[config.mk]
export PLATFORM = sky130hd
export DESIGN_NAME = dual_sd_tally
export DESIGN_NICKNAME = d
export VERILOG_FILES = /design/src/rtl/sd_tally_pkg.sv /design/src/rtl/sd_sync.sv /design/src/rtl/sd_window.sv /design/src/rtl/sd_channel.sv /design/src/rtl/dual_sd_tally.sv
export SDC_FILE = /design/constraint.sdc
export NUM_CORES = 1
export LEC_CHECK = 0
export ABC_CLOCK_PERIOD_IN_PS = 2100
export CAP_MARGIN = 20
export CELL_PAD_IN_SITES_DETAIL_PLACEMENT = 1
export CELL_PAD_IN_SITES_GLOBAL_PLACEMENT = 1
export CORE_ASPECT_RATIO = 0.5
export CORE_UTILIZATION = 36
export CTS_BUF_LIST = sky130_fd_sc_hd__clkbuf_4 sky130_fd_sc_hd__clkbuf_8 sky130_fd_sc_hd__clkbuf_16
export DETAILED_ROUTE_END_ITERATION = 12
export PLACE_DENSITY_LB_ADDON = 0.12
export SLEW_MARGIN = 20
export SYNTH_ARGS = -nofsm -noshare
export SYNTH_HDL_FRONTEND = slang
export SYNTH_HIERARCHICAL = 1
export SYNTH_SLANG_ARGS = --single-unit
[constraint.sdc]
create_clock -name clk -period 2.1 [get_ports clk]
set_clock_uncertainty 0.2 [all_clocks]
set_input_delay 0.63 -clock clk [delete_from_list [all_inputs] [get_ports clk]]
set_output_delay 0.63 -clock clk [all_outputs]
set_load 0.02 [all_outputs]
[src/rtl/sd_tally_pkg.sv]
package sd_tally_pkg;
   localparam int unsigned SDT_CH_DEF   = 2;
   localparam int unsigned SDT_CNT_DEF  = 8;
   localparam int unsigned SDT_SYNC_DEF = 2;
endpackage

[src/rtl/sd_sync.sv]
module sd_sync #(
   parameter int unsigned STAGES = sd_tally_pkg::SDT_SYNC_DEF
) (
   input  logic clk,
   input  logic rst_n,
   input  logic d,
   output logic q
);
   if (STAGES < 1) begin : g_bad_depth
      $error("sd_sync: STAGES must be at least 1");
   end

   if (STAGES == 1) begin : g_single
      logic q_r;
      always_ff @(posedge clk or negedge rst_n) begin
         if (!rst_n) q_r <= 1'b0;
         else        q_r <= d;
      end
      assign q = q_r;
   end else begin : g_chain
      logic [STAGES-1:0] chain_q;
      always_ff @(posedge clk or negedge rst_n) begin
         if (!rst_n) chain_q <= '0;
         else        chain_q <= {chain_q[STAGES-2:0], d};
      end
      assign q = chain_q[STAGES-1];

      AST_SYNC_SHIFT: assert property (@(posedge clk) disable iff (!rst_n)
         1'b1 |=> chain_q[0] == $past(d)) else $error("sync first stage");
   end
endmodule

[src/rtl/sd_window.sv]
module sd_window #(
   parameter int unsigned W = sd_tally_pkg::SDT_CNT_DEF
) (
   input  logic clk,
   input  logic rst_n,
   input  logic en,
   output logic at_end
);
   localparam logic [W-1:0] ONE  = {{(W-1){1'b0}}, 1'b1};
   localparam logic [W-1:0] LAST = {W{1'b1}};

   logic [W-1:0] cnt_q;

   always_ff @(posedge clk or negedge rst_n) begin
      if (!rst_n)  cnt_q <= '0;
      else if (en) cnt_q <= cnt_q + ONE;
   end

   assign at_end = (cnt_q == LAST);

   AST_WIN_IDLE: assert property (@(posedge clk) disable iff (!rst_n)
      !en |=> $stable(cnt_q)) else $error("window moved without tick");
   AST_WIN_STEP: assert property (@(posedge clk) disable iff (!rst_n)
      en |=> cnt_q == $past(cnt_q) + ONE) else $error("window step");
endmodule

[src/rtl/sd_channel.sv]
module sd_channel #(
   parameter int unsigned W = sd_tally_pkg::SDT_CNT_DEF
) (
   input  logic         clk,
   input  logic         rst_n,
   input  logic         tick,
   input  logic         sample,
   output logic         fb,
   output logic [W-1:0] result
);
   logic [W-1:0] tally_q;
   logic [W-1:0] tally_inc;
   logic         win_end;

   sd_window #(.W(W)) u_win (
      .clk    (clk),
      .rst_n  (rst_n),
      .en     (tick),
      .at_end (win_end)
   );

   assign tally_inc = tally_q + {{(W-1){1'b0}}, sample};

   always_ff @(posedge clk or negedge rst_n) begin
      if (!rst_n) begin
         tally_q <= '0;
         result  <= '0;
         fb      <= 1'b0;
      end else if (tick) begin
         fb <= ~sample;
         if (win_end) begin
            result  <= tally_inc;
            tally_q <= '0;
         end else begin
            tally_q <= tally_inc;
         end
      end
   end

   AST_FB_INVERT: assert property (@(posedge clk) disable iff (!rst_n)
      tick |=> fb == ~$past(sample)) else $error("feedback polarity");
   AST_TALLY_STEP: assert property (@(posedge clk) disable iff (!rst_n)
      (tick && !win_end) |=> tally_q == $past(tally_q) + {{(W-1){1'b0}}, $past(sample)})
      else $error("tally step");
   AST_TALLY_CLEAR: assert property (@(posedge clk) disable iff (!rst_n)
      (tick && win_end) |=> tally_q == '0) else $error("tally clear");
   AST_RESULT_LOAD: assert property (@(posedge clk) disable iff (!rst_n)
      (tick && win_end) |=> result == $past(tally_q) + {{(W-1){1'b0}}, $past(sample)})
      else $error("result load");
   AST_RESULT_HOLD: assert property (@(posedge clk) disable iff (!rst_n)
      !(tick && win_end) |=> $stable(result)) else $error("result moved");
   AST_IDLE_HOLD: assert property (@(posedge clk) disable iff (!rst_n)
      !tick |=> ($stable(tally_q) && $stable(fb))) else $error("idle change");
endmodule

[src/rtl/dual_sd_tally.sv]
module dual_sd_tally #(
   parameter int unsigned NUM_CH      = sd_tally_pkg::SDT_CH_DEF,
   parameter int unsigned CNT_W       = sd_tally_pkg::SDT_CNT_DEF,
   parameter int unsigned SYNC_STAGES = sd_tally_pkg::SDT_SYNC_DEF
) (
   input  logic                      clk,
   input  logic                      rst_n,
   input  logic                      tick,
   input  logic [NUM_CH-1:0]         cmp_in,
   output logic [NUM_CH-1:0]         fb_out,
   output logic [NUM_CH*CNT_W-1:0]   result_bus
);
   localparam int unsigned BUS_W = NUM_CH * CNT_W;

   if (NUM_CH < 1) begin : g_bad_ch
      $error("dual_sd_tally: NUM_CH must be at least 1");
   end
   if (CNT_W < 2 || CNT_W > 16) begin : g_bad_w
      $error("dual_sd_tally: CNT_W must lie in 2..16");
   end
   if (BUS_W != $bits(result_bus)) begin : g_bad_bus
      $error("dual_sd_tally: result bus width mismatch");
   end

   for (genvar c = 0; c < NUM_CH; c++) begin : g_ch
      logic smp;

      sd_sync #(.STAGES(SYNC_STAGES)) u_sync (
         .clk   (clk),
         .rst_n (rst_n),
         .d     (cmp_in[c]),
         .q     (smp)
      );

      sd_channel #(.W(CNT_W)) u_chan (
         .clk    (clk),
         .rst_n  (rst_n),
         .tick   (tick),
         .sample (smp),
         .fb     (fb_out[c]),
         .result (result_bus[c*CNT_W +: CNT_W])
      );
   end

   AST_RESET_CLEAR: assert property (@(posedge clk)
      !rst_n |=> (result_bus == '0 && fb_out == '0)) else $error("reset state");
endmodule

Yosys cells after proc, flatten, opt, wreduce, memory -nomap -nowiden:

Index checks and enable logic that the tools add are counted.

* register bits: 54
* input port bits: 5
* output and inout port bits: 18
* word-level logic and storage cells: 22

* add/subtract/negate cells: 4
* equal/unequal tests: 2
* multiplexer cells: 2
* bitwise gates (word level): 2
* reduce and logical (&&, ||, !) cells: 2

Operators with widths (count)
* adder 8 x 1 -> 8 bit: 2
* adder 8 x 1 -> 8 bit, second input constant: 2
* equality test 8 bit, second input constant: 2
* 2-to-1 mux 8 bit: 2
* AND reduction 2 bit: 2
* NOT 1 bit: 2

Depth between registers and ports, before layout:

* depth in word-level cells: 2
* gate-level depth with buffers: 8
* gate-level depth less buffers: 6

Hierarchy:

The synthesis kept the hierarchy.

Modules (own cells, without submodules)
* sd_channel: instances 2, cells an instance 89, area each 869.6 um^2, seq. area each 425.4 um^2
* sd_window: instances 2, cells an instance 28, area each 346.6 um^2, seq. area each 200.2 um^2
* sd_sync: instances 2, cells an instance 2, area each 50.0 um^2, seq. area each 50.0 um^2

Worst setup path before layout:

No wires, ideal clock.

* path type: reg2reg
* start point: register g_ch[0].u_chan.u_win.cnt_q[0]
* end point: register g_ch[0].u_chan.tally_q[6]
* setup time: 69 ps
* data arrival time: 1519 ps
* required time: 1831 ps
* path slack: 312 ps
* stages on the path, launching flop included: 7
* path buffers: 0
* period minus slack after synthesis: 1788 ps
* cells stage by stage: dfrtp_1 ha_1 nand3_1 nor2_1 nand2b_2 or4_1 nand3_1

* longest elaborated chain between the ends: 2

RTL lines
* start, declared: line sd_window.sv:12 `logic [W-1:0] cnt_q;`
* start signal, assigned: line sd_window.sv:16 `else if (en) cnt_q <= cnt_q + ONE;`
* equality test 8 bit: line sd_window.sv:19 `assign at_end = (cnt_q == LAST);`
* net g_ch[0].u_chan.win_end: line sd_channel.sv:13 `logic win_end;`
* 2-to-1 mux 8 bit: line sd_channel.sv:31 `if (win_end) begin`
* end signal, assigned: line sd_channel.sv:35 `tally_q <= tally_inc;`
* end, declared: line sd_channel.sv:11 `logic [W-1:0] tally_q;`

The timed path passes the listed nets, and every way through them passes these cells.
A chain may end at the register's enable or synchronous reset.

Final worst setup path:

* start point: register g_ch[1].u_chan.u_win.cnt_q[0]
* end point: register g_ch[1].u_chan.tally_q[6]

* longest elaborated chain between the ends: 2

RTL lines (line)
* start, declared: sd_window.sv:12
* start signal, assigned: sd_window.sv:16
* equality test 8 bit: sd_window.sv:19
* net g_ch[1].u_chan.win_end: sd_channel.sv:13
* 2-to-1 mux 8 bit: sd_channel.sv:31
* end signal, assigned: sd_channel.sv:35
* end, declared: sd_channel.sv:11

The timed path passes the listed nets, and every way through them passes these cells.

==> qor.csv <==
metric,value,unit
outcome,"finished, final reports clean",
layout cells sized above 1,0.149,
Worst setup EP type,flop,
"Hold Vio Cnt, Final",0,
initial antenna violation count,0,
final worst setup slack,121,ps
buffer count from post-CTS setup fixing,0,
filler instances,746,
row cnt,21,
pre-CTS setup slack,-159,ps
die height,61.3,um
die span in x,121,um
asr flop ratio synth,1.00,
Ant. Diodes,0,
drt first pass iters,4,
routed wire length per instance,14.5,um
Worst-path clk slew,70,ps
clock latency on the worst-skew pair,300,ps
setup tns final,0,ps
total overflow reported by the global router,0,
GR Util All Layers,0.169,
Worst R2R Path Depth,6,
number of global-route vias before repair,1919,
DR top layer,met4,
Area Overhead vs Synth,24.2,%
Max Freq,505,MHz
Critical Path AT,2010,ps
wire length on met1,2520,um
routed vias/inst,5.00,
Gate Count Post-Synth,238,
area occupied by registers,0.00135,mm2
WL final,5340,um
Max Root-Sink Buffers,2,
Via Count,1840,
Ys Warns,6,
Final period util,0.943,
synthesized flop and latch total,54,
hold-fix buffers at CTS,0,
ys flop type,dfrtp_1,
RSZ-0062 raised after global routing,false,
TritonCTS clock tree,built,
static leakage,1.57,nW
"area leader, netlist",dfrtp_1,
VDD IR max,0.335,mV
FF-to-FF Start,g_ch[1].u_chan/u_win/cnt_q[0],
max cap viols,0,
Finish-stage setup viols,0,
Worst EP required,2130,ps
largest net degree at the start of global routing,55,
"top cells by area, synth","dfrtp_1 (53%), o21ai_0 (6.3%), nand2_1 (3.9%)",
FF-to-FF setup slack,120,ps
Worst Tran Pin Value,303,ps
worst hold path type,in2async,
CTS buffer count,5,
die area,0.00739,mm2
Post-synth top cells,"dfrtp_1 (54), o21ai_0 (32), nand2_1 (26), nand3_1 (12), nor2_1 (12)",
Starting Density,0.375,
number of port buffers,22,
PD cells,1010,mW/mm2
Final ANT Viol Nets,0,
Final #Nets,286,
"critical path fanouts, max",5,
number of synthesized flops with an enable pin,0,
"count leader, synth",dfrtp_1,
"Core Util, Final",0.466,
met3 wire len,189,um
DRT iter0 DRCs,75,
area fraction of the dominant cell type after synthesis,0.534,
first-pass GRT wire length,9410,um
area of the core,0.00675,mm2
max-slew violations,0,
Mapped Avg Cell Area,10.6,um2
mapped cell area,0.00253,mm2
H-tree depth,2,
post-synth cell types,27,
Clk Tree Root Cell,clkbuf_16,
startpoint types,flop,
Post-DP HPWL,3820,um
total length of routed met2 wires,2560,um
Num Clock Sinks,54,
register area share after synthesis,0.534,
number of remaining DRC errors,0,
io pins,23,
syn_nets,249,
RePlAce Congestion,0.748,
WS Path Type,reg2reg,
Rel. slew slack,0.797,
worst flop-to-flop path endpoint,g_ch[1].u_chan/tally_q[6],
footprint of the multi-input gates,0.00110,mm2
crit path time final,1980,ps
-- cell families (layout without fill, tap and decap cells) --
kind of cell	after synthesis	after routing	synth area share
XOR/XNOR	20	20	0.0692
AND/OR/NAND/NOR	92	92	0.208
buffers and inverters	14	52	0.0336
flip-flops	54	54	0.534
adder cells (fa/ha/maj)	6	6	0.0296
AO/OA/AOI/OAI	46	46	0.0998
multiplexers	6	6	0.0267
-- routing by layer --
metal	vias up	global-route usage
met4	0	0.0582
met1	900	0.209
met5	-	0
met3	7	0.0454
met2	22	0.295
li1	911	-
-- where the power goes --
part | total [mW] | switching, mW | internal, mW
clock | 0.965 | 0.375 | 0.591
combinational | 0.617 | 0.312 | 0.305
sequential | 1.60 | 0.332 | 1.27
-- metrics by stage --
stage	std cells	instance area [um2]	hold slack, ps	total power, mW
6_report	368	3150	110	3.18
3_5_place_dp	360	2950	137	2.25
5_1_grt	368	3150	153	3.40
3_3_place_gp	360	2950	133	2.19
2_1_floorplan	238	2530	131	2.07
4_1_cts	368	3110	131	3.23
-- critical path: stages (launching register included) --
cell      delay, ps
dfrtp_1         430
ha_1            270
nand3_1         100
nor2_1           90
nand2b_2        210
or4_1           520
nand3_1         100
-- area by class of cell --
type                       instances  share of cell area
clock inverter                     1             0.00955
multi-input combinational        170               0.348
tap                               92              0.0366
inverter                           6             0.00716
sequential                        54               0.430
clock buffer                       7              0.0446
timing repair buffer              38               0.124
-- how the worst max path moves through the flow --
stage          cells past startpoint  slack, ps                     startpoint                            end
5_1_grt                            7         40  g_ch[0].u_chan/u_win/cnt_q[0]       g_ch[0].u_chan/result[3]
6_report                           6        120  g_ch[1].u_chan/u_win/cnt_q[0]      g_ch[1].u_chan/tally_q[6]
4_1_cts                            1          5       g_ch[0].u_chan/result[3]                  result_bus[3]
3_5_place_dp                       6       -160                           tick  g_ch[1].u_chan/u_win/cnt_q[5]
2_1_floorplan                      6        310  g_ch[0].u_chan/u_win/cnt_q[0]      g_ch[0].u_chan/tally_q[6]
3_3_place_gp                       5       -100                           tick      g_ch[0].u_chan/tally_q[6]
-- cells in the final DEF, fill, tap and decap left out, types with 8 or more instances in the layout --
cell type	n
a31oi_1	10
buf_4	14
dfrtp_1	54
dlymetal6s2s_1	14
nand2_1	26
nand3_1	12
nand4_1	8
nor2_1	12
o21ai_0	32
xnor2_1	10
xor2_1	10
-- state kept, by name (all words and copies together) (netlist names) --
signal	flops
g_ch.u_chan/result	16
g_ch.u_chan/tally_q	16
g_ch.u_chan/u_win/cnt_q	16
g_ch.u_sync/g_chain.chain_q	4
g_ch.u_chan/fb	2
-- timing repair --
| item | in CTS | in global routing |
|---|---|---|
| endpoints found under the setup margin | 4 | 14 |
| resized for setup | 4 | 14 |
| gates cloned | 0 | 0 |
Power figures use the tool's default switching activity.
